==> config.mk <==
export PLATFORM = sky130hd
export DESIGN_NAME = irq_daisy_chain
export DESIGN_NICKNAME = d
export VERILOG_FILES = /design/src/rtl/irq_chain_pkg.sv /design/src/rtl/irq_stage.sv /design/src/rtl/irq_vec_merge.sv /design/src/rtl/irq_daisy_chain.sv
export SDC_FILE = /design/constraint.sdc
export NUM_CORES = 1
export LEC_CHECK = 0
export ABC_AREA = 1
export BUFFER_PORTS_ARGS = -buffer_cell sky130_fd_sc_hd__buf_4
export CORE_MARGIN = 5
export CORE_UTILIZATION = 34
export DETAILED_ROUTE_END_ITERATION = 8
export PLACE_DENSITY = 0.86
export SLEW_MARGIN = 25
export SYNTH_ARGS = -nofsm -noshare
export SYNTH_HDL_FRONTEND = slang
export SYNTH_SLANG_ARGS = --single-unit
==> constraint.sdc <==
create_clock -name clk -period 1.1 [get_ports clk]
set_clock_uncertainty 0.15 [all_clocks]
set_input_delay 0.22 -clock clk [delete_from_list [all_inputs] [get_ports clk]]
set_output_delay 0.22 -clock clk [all_outputs]
set_load 0.05 [all_outputs]
==> src/rtl/irq_chain_pkg.sv <==
// Package: shared types for the daisy-chain interrupt block.
// Assumes nothing beyond the 1800-2017 language.
package irq_chain_pkg;

    // What a stage does with the grant arriving at its priority input.
    typedef enum logic [1:0] {
        GRANT_ABSENT  = 2'd0,  // no grant arriving
        GRANT_PASS    = 2'd1,  // grant arrives, stage idle, forward it
        GRANT_CAPTURE = 2'd2   // grant arrives, stage pending, keep it
    } grant_act_e;

endpackage

==> src/rtl/irq_stage.sv <==
// Module: one stage of the daisy chain.
// Latches its device request into a pending flag.
// Forwards the incoming grant when idle and captures it when pending.
// Gates its vector onto the shared bus while it captures.
// Clears the flag one clock after the first captured cycle.
// A request on the clearing edge takes precedence over the clear.
// Assumes a synchronous, active-low reset and a request sampled at each edge.
module irq_stage
    import irq_chain_pkg::*;
#(
    parameter int VEC_W = 8
) (
    input  logic             clk,
    input  logic             rst_n,
    input  logic             req_i,
    input  logic [VEC_W-1:0] vec_i,
    input  logic             pi_i,
    output logic             po_o,
    output logic             own_o,
    output logic             pend_o,
    output logic [VEC_W-1:0] vec_o
);

    logic       flag_q;
    logic       taken_q;
    grant_act_e act;

    // Decide what happens to the incoming grant.
    always_comb begin
        if (!pi_i)       act = GRANT_ABSENT;
        else if (flag_q) act = GRANT_CAPTURE;
        else             act = GRANT_PASS;
    end

    // Drive the priority output, the ownership flag and the gated vector.
    always_comb begin
        po_o   = (act == GRANT_PASS);
        own_o  = (act == GRANT_CAPTURE);
        pend_o = flag_q;
        vec_o  = own_o ? vec_i : '0;
    end

    // One-shot marker: set after the first owned cycle, then self-clears.
    always_ff @(posedge clk) begin
        if (!rst_n) taken_q <= 1'b0;
        else        taken_q <= own_o && !taken_q;
    end

    // Pending flag: a request sets it, the delayed marker clears it, set wins.
    always_ff @(posedge clk) begin
        if (!rst_n)       flag_q <= 1'b0;
        else if (req_i)   flag_q <= 1'b1;
        else if (taken_q) flag_q <= 1'b0;
    end

    // a sampled request always leaves the flag set.
    a_r7_request_sets: assert property (@(posedge clk) disable iff (!rst_n)
        req_i |=> flag_q);

    // the delayed clear takes effect when no new request competes.
    a_r5_delayed_clear: assert property (@(posedge clk) disable iff (!rst_n)
        (taken_q && !req_i) |=> !flag_q);

endmodule

==> src/rtl/irq_vec_merge.sv <==
// Module: wired-OR merge of the stage vectors and ownership bits.
// Assumes the stages drive zero when they do not own the grant.
module irq_vec_merge #(
    parameter int N_DEV = 4,
    parameter int VEC_W = 8
) (
    input  logic [N_DEV-1:0]       own_i,
    input  logic [N_DEV*VEC_W-1:0] vec_i,
    output logic [VEC_W-1:0]       vec_o,
    output logic                   valid_o
);

    // OR every gated vector onto the shared bus.
    always_comb begin
        vec_o = '0;
        for (int i = 0; i < N_DEV; i++) begin
            vec_o = vec_o | vec_i[i*VEC_W +: VEC_W];
        end
        valid_o = |own_i;
    end

endmodule

==> src/rtl/irq_daisy_chain.sv <==
// Module: top of the daisy-chain interrupt priority block.
// Builds N_DEV stages in series, with stage 0 fed by the acknowledge.
// Merges the stage vectors and forms the active-low combined request.
// Assumes requests and acknowledge are synchronous to clk.
module irq_daisy_chain
    import irq_chain_pkg::*;
#(
    parameter int N_DEV = 4,
    parameter int VEC_W = 8
) (
    input  logic                   clk,
    input  logic                   rst_n,
    input  logic [N_DEV-1:0]       dev_req_i,
    input  logic [N_DEV*VEC_W-1:0] dev_vec_i,
    input  logic                   ack_i,
    output logic                   irq_n_o,
    output logic [VEC_W-1:0]       vec_o,
    output logic                   vec_valid_o,
    output logic                   chain_po_o
);

    localparam int BUS_W = N_DEV * VEC_W;

    logic [N_DEV:0]     grant;
    logic [N_DEV-1:0]   own;
    logic [N_DEV-1:0]   pend;
    logic [BUS_W-1:0]   gated;

    assign grant[0] = ack_i;

    // One stage per device, each wired to the grant of the stage before it.
    for (genvar g = 0; g < N_DEV; g++) begin : g_stage
        irq_stage #(.VEC_W(VEC_W)) u_stage (
            .clk    (clk),
            .rst_n  (rst_n),
            .req_i  (dev_req_i[g]),
            .vec_i  (dev_vec_i[g*VEC_W +: VEC_W]),
            .pi_i   (grant[g]),
            .po_o   (grant[g+1]),
            .own_o  (own[g]),
            .pend_o (pend[g]),
            .vec_o  (gated[g*VEC_W +: VEC_W])
        );
    end

    irq_vec_merge #(.N_DEV(N_DEV), .VEC_W(VEC_W)) u_merge (
        .own_i   (own),
        .vec_i   (gated),
        .vec_o   (vec_o),
        .valid_o (vec_valid_o)
    );

    // Inverting wired-OR of the pending flags onto the request line.
    always_comb begin
        irq_n_o    = ~(|pend);
        chain_po_o = grant[N_DEV];
    end

    // the grant is owned by no more than one stage.
    a_r3_single_owner: assert property (@(posedge clk) disable iff (!rst_n)
        $onehot0(own));

    // without acknowledge the bus is idle and zero.
    a_r4_idle_bus: assert property (@(posedge clk) disable iff (!rst_n)
        !ack_i |-> (!vec_valid_o && vec_o == '0));

    // with nothing pending, the grant runs through the whole chain.
    a_r8_pass_through: assert property (@(posedge clk) disable iff (!rst_n)
        (ack_i && pend == '0) |-> chain_po_o);

endmodule

After elaboration in Yosys (flattened, before gate mapping) --
Cells that the tools add are included.
Word-level totals: bits in registers 8, bits of input ports 39, output and inout port bits 11, word-level logic and storage cells 54
Cells by class: eq/ne operators 8, muxes and demuxes 20, bitwise logic cells 4, reduce and logical (&&, ||, !) cells 14
Operators with widths (count):
- 8-bit 2-to-1 mux | 4
- 8-bit bitwise OR | 3
- 2-bit 2-to-1 mux | 8
- 2-bit by 1-bit == test with 1-bit output, second input constant | 4
- 2-bit == test, second input constant | 4
- 1-bit 2-to-1 mux | 8
- 2-bit nonzero test | 4
- 4-bit OR reduction | 2
- 1-bit logical AND | 4
- 1-bit zero test | 4
- 1-bit inverter | 1

Longest topological paths before layout --
depth after elaboration 11, mapped depth 6, gate-level depth less buffers 6

Hierarchy --
Synthesis repeated with hierarchy kept, for this count alone.
Unflattened totals: cell total of the unflattened synthesis 150, area, all modules 708.2 um2
By module, submodules not included:
- irq_stage | instances 4, cells each 29, area each 145.1 um2, sequential area each 40.0 um2
- irq_vec_merge | instances 1, cells each 27, area each 101.3 um2, sequential area each 0.0 um2
- irq_daisy_chain | instances 1, cells each 7, area each 26.3 um2, sequential area each 0.0 um2

Worst setup path before layout --
No wires, ideal clock.
kind reg2out, start register g_stage[1].u_stage.flag_q, end output port irq_n_o, data arrival time 2.069 ns, data required time 0.730 ns, setup slack -1.339 ns, cell stages (with the launch flop) 3, buffers on the path 1, cell sequence dfxtp_1 -> buf_2 -> nor4_1
On the way: longest elaborated chain between the ends 2
RTL lines:
- from (decl) | line irq_stage.sv:24 | logic flag_q;
- from (signal assigned) | line irq_stage.sv:51 | if (!rst_n) flag_q <= 1'b0;
- from (signal assigned) | line irq_stage.sv:52 | else if (req_i) flag_q <= 1'b1;
- from (signal assigned) | line irq_stage.sv:53 | else if (taken_q) flag_q <= 1'b0;
- 4-bit OR reduction | line irq_daisy_chain.sv:55 | irq_n_o = ~(|pend);
- 1-bit inverter | line irq_daisy_chain.sv:55
- to (decl) | line irq_daisy_chain.sv:16 | output logic irq_n_o,
Every way passes these cells.

Final worst setup path --
start register g_stage[0].u_stage.flag_q, end output port vec_o[4]
On the way: longest elaborated chain between the ends 11, elaborated cells on any way between the ends 19, classes of those cells eq/ne (7); mux (9); bitwise (3)
RTL lines:
- from (decl) | line irq_stage.sv:24
- from (signal assigned) | line irq_stage.sv:51
- from (signal assigned) | line irq_stage.sv:52
- from (signal assigned) | line irq_stage.sv:53
- 2-bit 2-to-1 mux (*) | line irq_stage.sv:31 | else if (flag_q) act = GRANT_CAPTURE;
- 2-bit 2-to-1 mux (*) | line irq_stage.sv:30 | if (!pi_i) act = GRANT_ABSENT;
- 2-bit by 1-bit == test with 1-bit output | line irq_stage.sv:37 | po_o = (act == GRANT_PASS);
- 2-bit 2-to-1 mux | line irq_stage.sv:30
- 2-bit by 1-bit == test with 1-bit output | line irq_stage.sv:37
- 2-bit 2-to-1 mux | line irq_stage.sv:30
- 2-bit by 1-bit == test with 1-bit output | line irq_stage.sv:37
- 2-bit 2-to-1 mux | line irq_stage.sv:30
- 2-bit == test | line irq_stage.sv:38 | own_o = (act == GRANT_CAPTURE);
- 8-bit 2-to-1 mux | line irq_stage.sv:40 | vec_o = own_o ? vec_i : '0;
- 8-bit bitwise OR (*) | line irq_vec_merge.sv:17 | vec_o = vec_o | vec_i[i*VEC_W +: VEC_W];
- to (decl) | line irq_daisy_chain.sv:17 | output logic [VEC_W-1:0] vec_o,
Every way passes the cells marked *; elsewhere a longest branch is shown, timed or not.

==> results.py <==
metrics = {
    "final_layout": {
        "synthToLayoutAreaGrowth_pct": 133,
        "antenna_cells": 0,
        "drive_gt1_share_pct": 65.5,
        "finish.utilization_pct": 82.7,
        "fin_area_um2": 1430,
        "fin_cells": 190,
        "final_net_count": 205,
    },
    "setup_path": {
        "cp_max_fo": 8,
        "critPathKind": "flop to output port",
        "rr_startpoint": "g_stage[0].u_stage.pend_o",
        "rr_endpoint": "g_stage[0].u_stage.pend_o",
        "crit_path_max_incr_delay_ns": 0.37,
        "r2r_cells": 5,
        "crit_arrival_ns": 1.35,
        "crit_slowest_cell": "dfxtp_4",
        "path_cells": "nor2_4, buf_6, nand4_1, nand3_4, buf_8",
        "startpoint_type": "flop",
        "critPathRequiredTime_ns": 0.73,
        "crit_path_end_kind": "output port",
        "r2r_slack_ns": -0.01,
    },
    "cts": {
        "clock-sinks": 8,
        "clock_path_buffers": 2,
        "cts_tree": "yes",
        "ctsHtreeMaxLevel": 1,
        "clock_latency_ns": 0.26,
        "path_clk_slew_ns": 0.06,
        "cts_root_buf": "clkbuf_4",
        "cts_made_buffers": 3,
    },
    "synth": {
        "yosysWarningCount": 0,
        "synth-seq-cells": 8,
        "syn_area_um2": 613,
        "postSynthAreaPerCell_um2": 6.07,
        "synth_cell_types": 18,
        "yosysTopAreaCellShare_pct": 26.1,
        "syn_nets": 140,
        "syn_inst": 101,
        "synth_area_leaders": "dfxtp_1 (26%), nand4_1 (16%), nand3_1 (13%), nand2_1 (13%), inv_1 (7.3%)",
        "synth_seq_area_share_pct": 26.1,
        "yosysTopAreaCell": "dfxtp_1",
    },
    "timing": {
        "worstMarginPinSlew_ns": 0.246,
        "min_period_ns": 1.72,
        "setup-violations-final": 13,
        "clock.fmax_mhz": 582,
        "hold_viol": 0,
        "final-max-slew-violation-count": 0,
        "relSlewSlack_pct": 83.6,
        "hold_ws_ns": 0.0124,
        "rsz0062_at_grt": "true",
        "setup_ws_ns": -0.618,
        "fin_crit_sh_pct": 156,
    },
    "routing": {
        "num_vias": 989,
        "drc": 0,
        "routed_wl_um": 3020,
        "drt-vias-per-instance": 5.21,
        "antenna_left": 0,
        "drt_iter0_drc": 24,
        "avgRoutedWirePerCell_um": 15.9,
        "first_pass_iters": 4,
    },
    "placed_design": {
        "port_buffers": 49,
        "gp_congestion": 0.742,
        "dp_hpwl_um": 2060,
        "placed_cell_area_um2": 1240,
        "place_inst": 183,
        "pre_cts_ws_ns": -0.417,
    },
    "global_route": {
        "first_global_vias": 936,
        "grt_use_total_pct": 20.9,
        "grt_max_degree": 11,
        "grt_first_pass_wirelength_um": 4150,
        "gr-total-overflow": 0,
        "antenna_found_initial": 0,
    },
    "floorplanning": {
        "dieArea_um2": 2750,
        "start_util_pct": 35.5,
        "core_um2": 1730,
        "die_h_um": 52.5,
        "fp.dieW_um": 52.5,
        "ios": 50,
        "rows": 15,
    },
    "status": {
        "violations": "setup timing",
        "status": "complete, but fails checks",
    },
    "worst_hold_path": {
        "hold_path_end": "g_stage[3].u_stage.pend_o",
        "hold_depth": 3,
        "hold_class": "primary input to flop",
        "hp-start": "dev_req_i[3]",
    },
    "power": {
        "p_per_area_nw_per_um2": 877,
        "irDropWorstVdd_uv": 877,
        "p_leak_nw": 0.706,
    },
    "job": {
        "maxCapViolations": 0,
    },
}
==> cells in the mapped netlist <==
master / instances
nor4_1: 1
nand2_4: 1
buf_2: 2
and3_1: 1
nand4_1: 16
inv_2: 4
a31oi_1: 1
nor2_4: 1
buf_6: 1
nand3_1: 16
nor3_1: 2
a21oi_1: 1
or2_0: 1
inv_1: 12
dfxtp_1: 8
nor2_2: 2
nor2_1: 10
nand2_1: 21
==> cell type report <==
cell class / instances / area (um2)
Clock buffer: 4 / 26.3
Fill cell: 111 / 299
Inverter: 16 / 72.6
Multi-Input combinational cell: 75 / 567
Sequential cell: 8 / 169
Tap cell: 25 / 31.3
Timing Repair Buffer: 62 / 562
==> state kept, by name (all words and copies together) (netlist names) <==
name	cells
g_stage.u_stage.taken_q	4
g_stage.u_stage.pend_o	4
==> cell families (layout without fill, tap and decap cells) <==
kind of cell,after synthesis,count (layout),synth area share (%)
buf+inv,19,82,13.3
simple gates,72,73,58.8
flops,8,8,26.1
compound gates,2,2,1.84
==> through the flow <==
| stage | setup TNS (ns) | power [mW] |
|---|---|---|
| global route | -7.05 | 1.31 |
| global placement | -3.77 | 0.874 |
| finish | -6.29 | 1.25 |
| floorplan | -3.62 | 0.657 |
| CTS | -5.94 | 1.21 |
| detailed placement | -4.01 | 0.889 |
==> worst max-delay path by stage <==
stage / from / endpoint / depth (start not counted)
after floorplan: g_stage[2].u_stage.pend_o / irq_n_o / 2
after global placement: g_stage[0].u_stage.pend_o / vec_o[5] / 6
after detailed placement: g_stage[0].u_stage.pend_o / vec_o[7] / 6
after CTS: g_stage[0].u_stage.pend_o / vec_o[1] / 5
after global routing: g_stage[0].u_stage.pend_o / vec_o[2] / 6
final: g_stage[0].u_stage.pend_o / vec_o[4] / 5
==> worst max-delay path, delay by kind of cell, from the launching register on <==
family	cells	cell delay, ns
flops	1	0.37
simple gates	3	0.42
buf+inv	2	0.28
==> repair_timing <==
| item | CTS | global route |
|---|---|---|
| pin swaps | 7 | 7 |
| hold buffers | 0 | 0 |
| endpoints found under the setup margin | 13 | 14 |
| gates cloned | 1 | 1 |
| setup buffers | 0 | 1 |
| gates resized for setup | 30 | 20 |
==> layout by cell type (no fill, tap or decap) <==
cell type  count
buf_12         1
a31oi_4        1
a21oi_2        1
nand3_1        4
nor2_1         7
nand2_2        2
nand4_1       16
nor2_2         2
nor3_1         2
dfxtp_2        1
inv_4          1
or2_4          1
and3_1         1
nor2_4         5
inv_6          1
dfxtp_1        5
buf_2          1
nand3_2        4
clkinv_4       1
nand2_4        1
nand2_1       19
buf_8          9
nor4_4         1
dfxtp_4        2
inv_2         11
buf_6          5
buf_4         46
clkbuf_4       3
nand3_4        8
inv_1          2
clkbuf_1       1
==> where the power goes <==
group | switching, mW | internal, mW | leakage [nW]
clock network | 0.106 | 0.139 | 0.0150
logic | 0.367 | 0.313 | 0.624
registers | 0.0222 | 0.306 | 0.0672
==> routing by layer <==
layer | routed length (um) | track usage (%)
met1 | 1130 | 22.1
met2 | 1620 | 38.6
met3 | 187 | 6.55
met4 | 78 | 6.81
met5 | 0 | 0
Note: power is estimated with default switching activity, not from simulation.
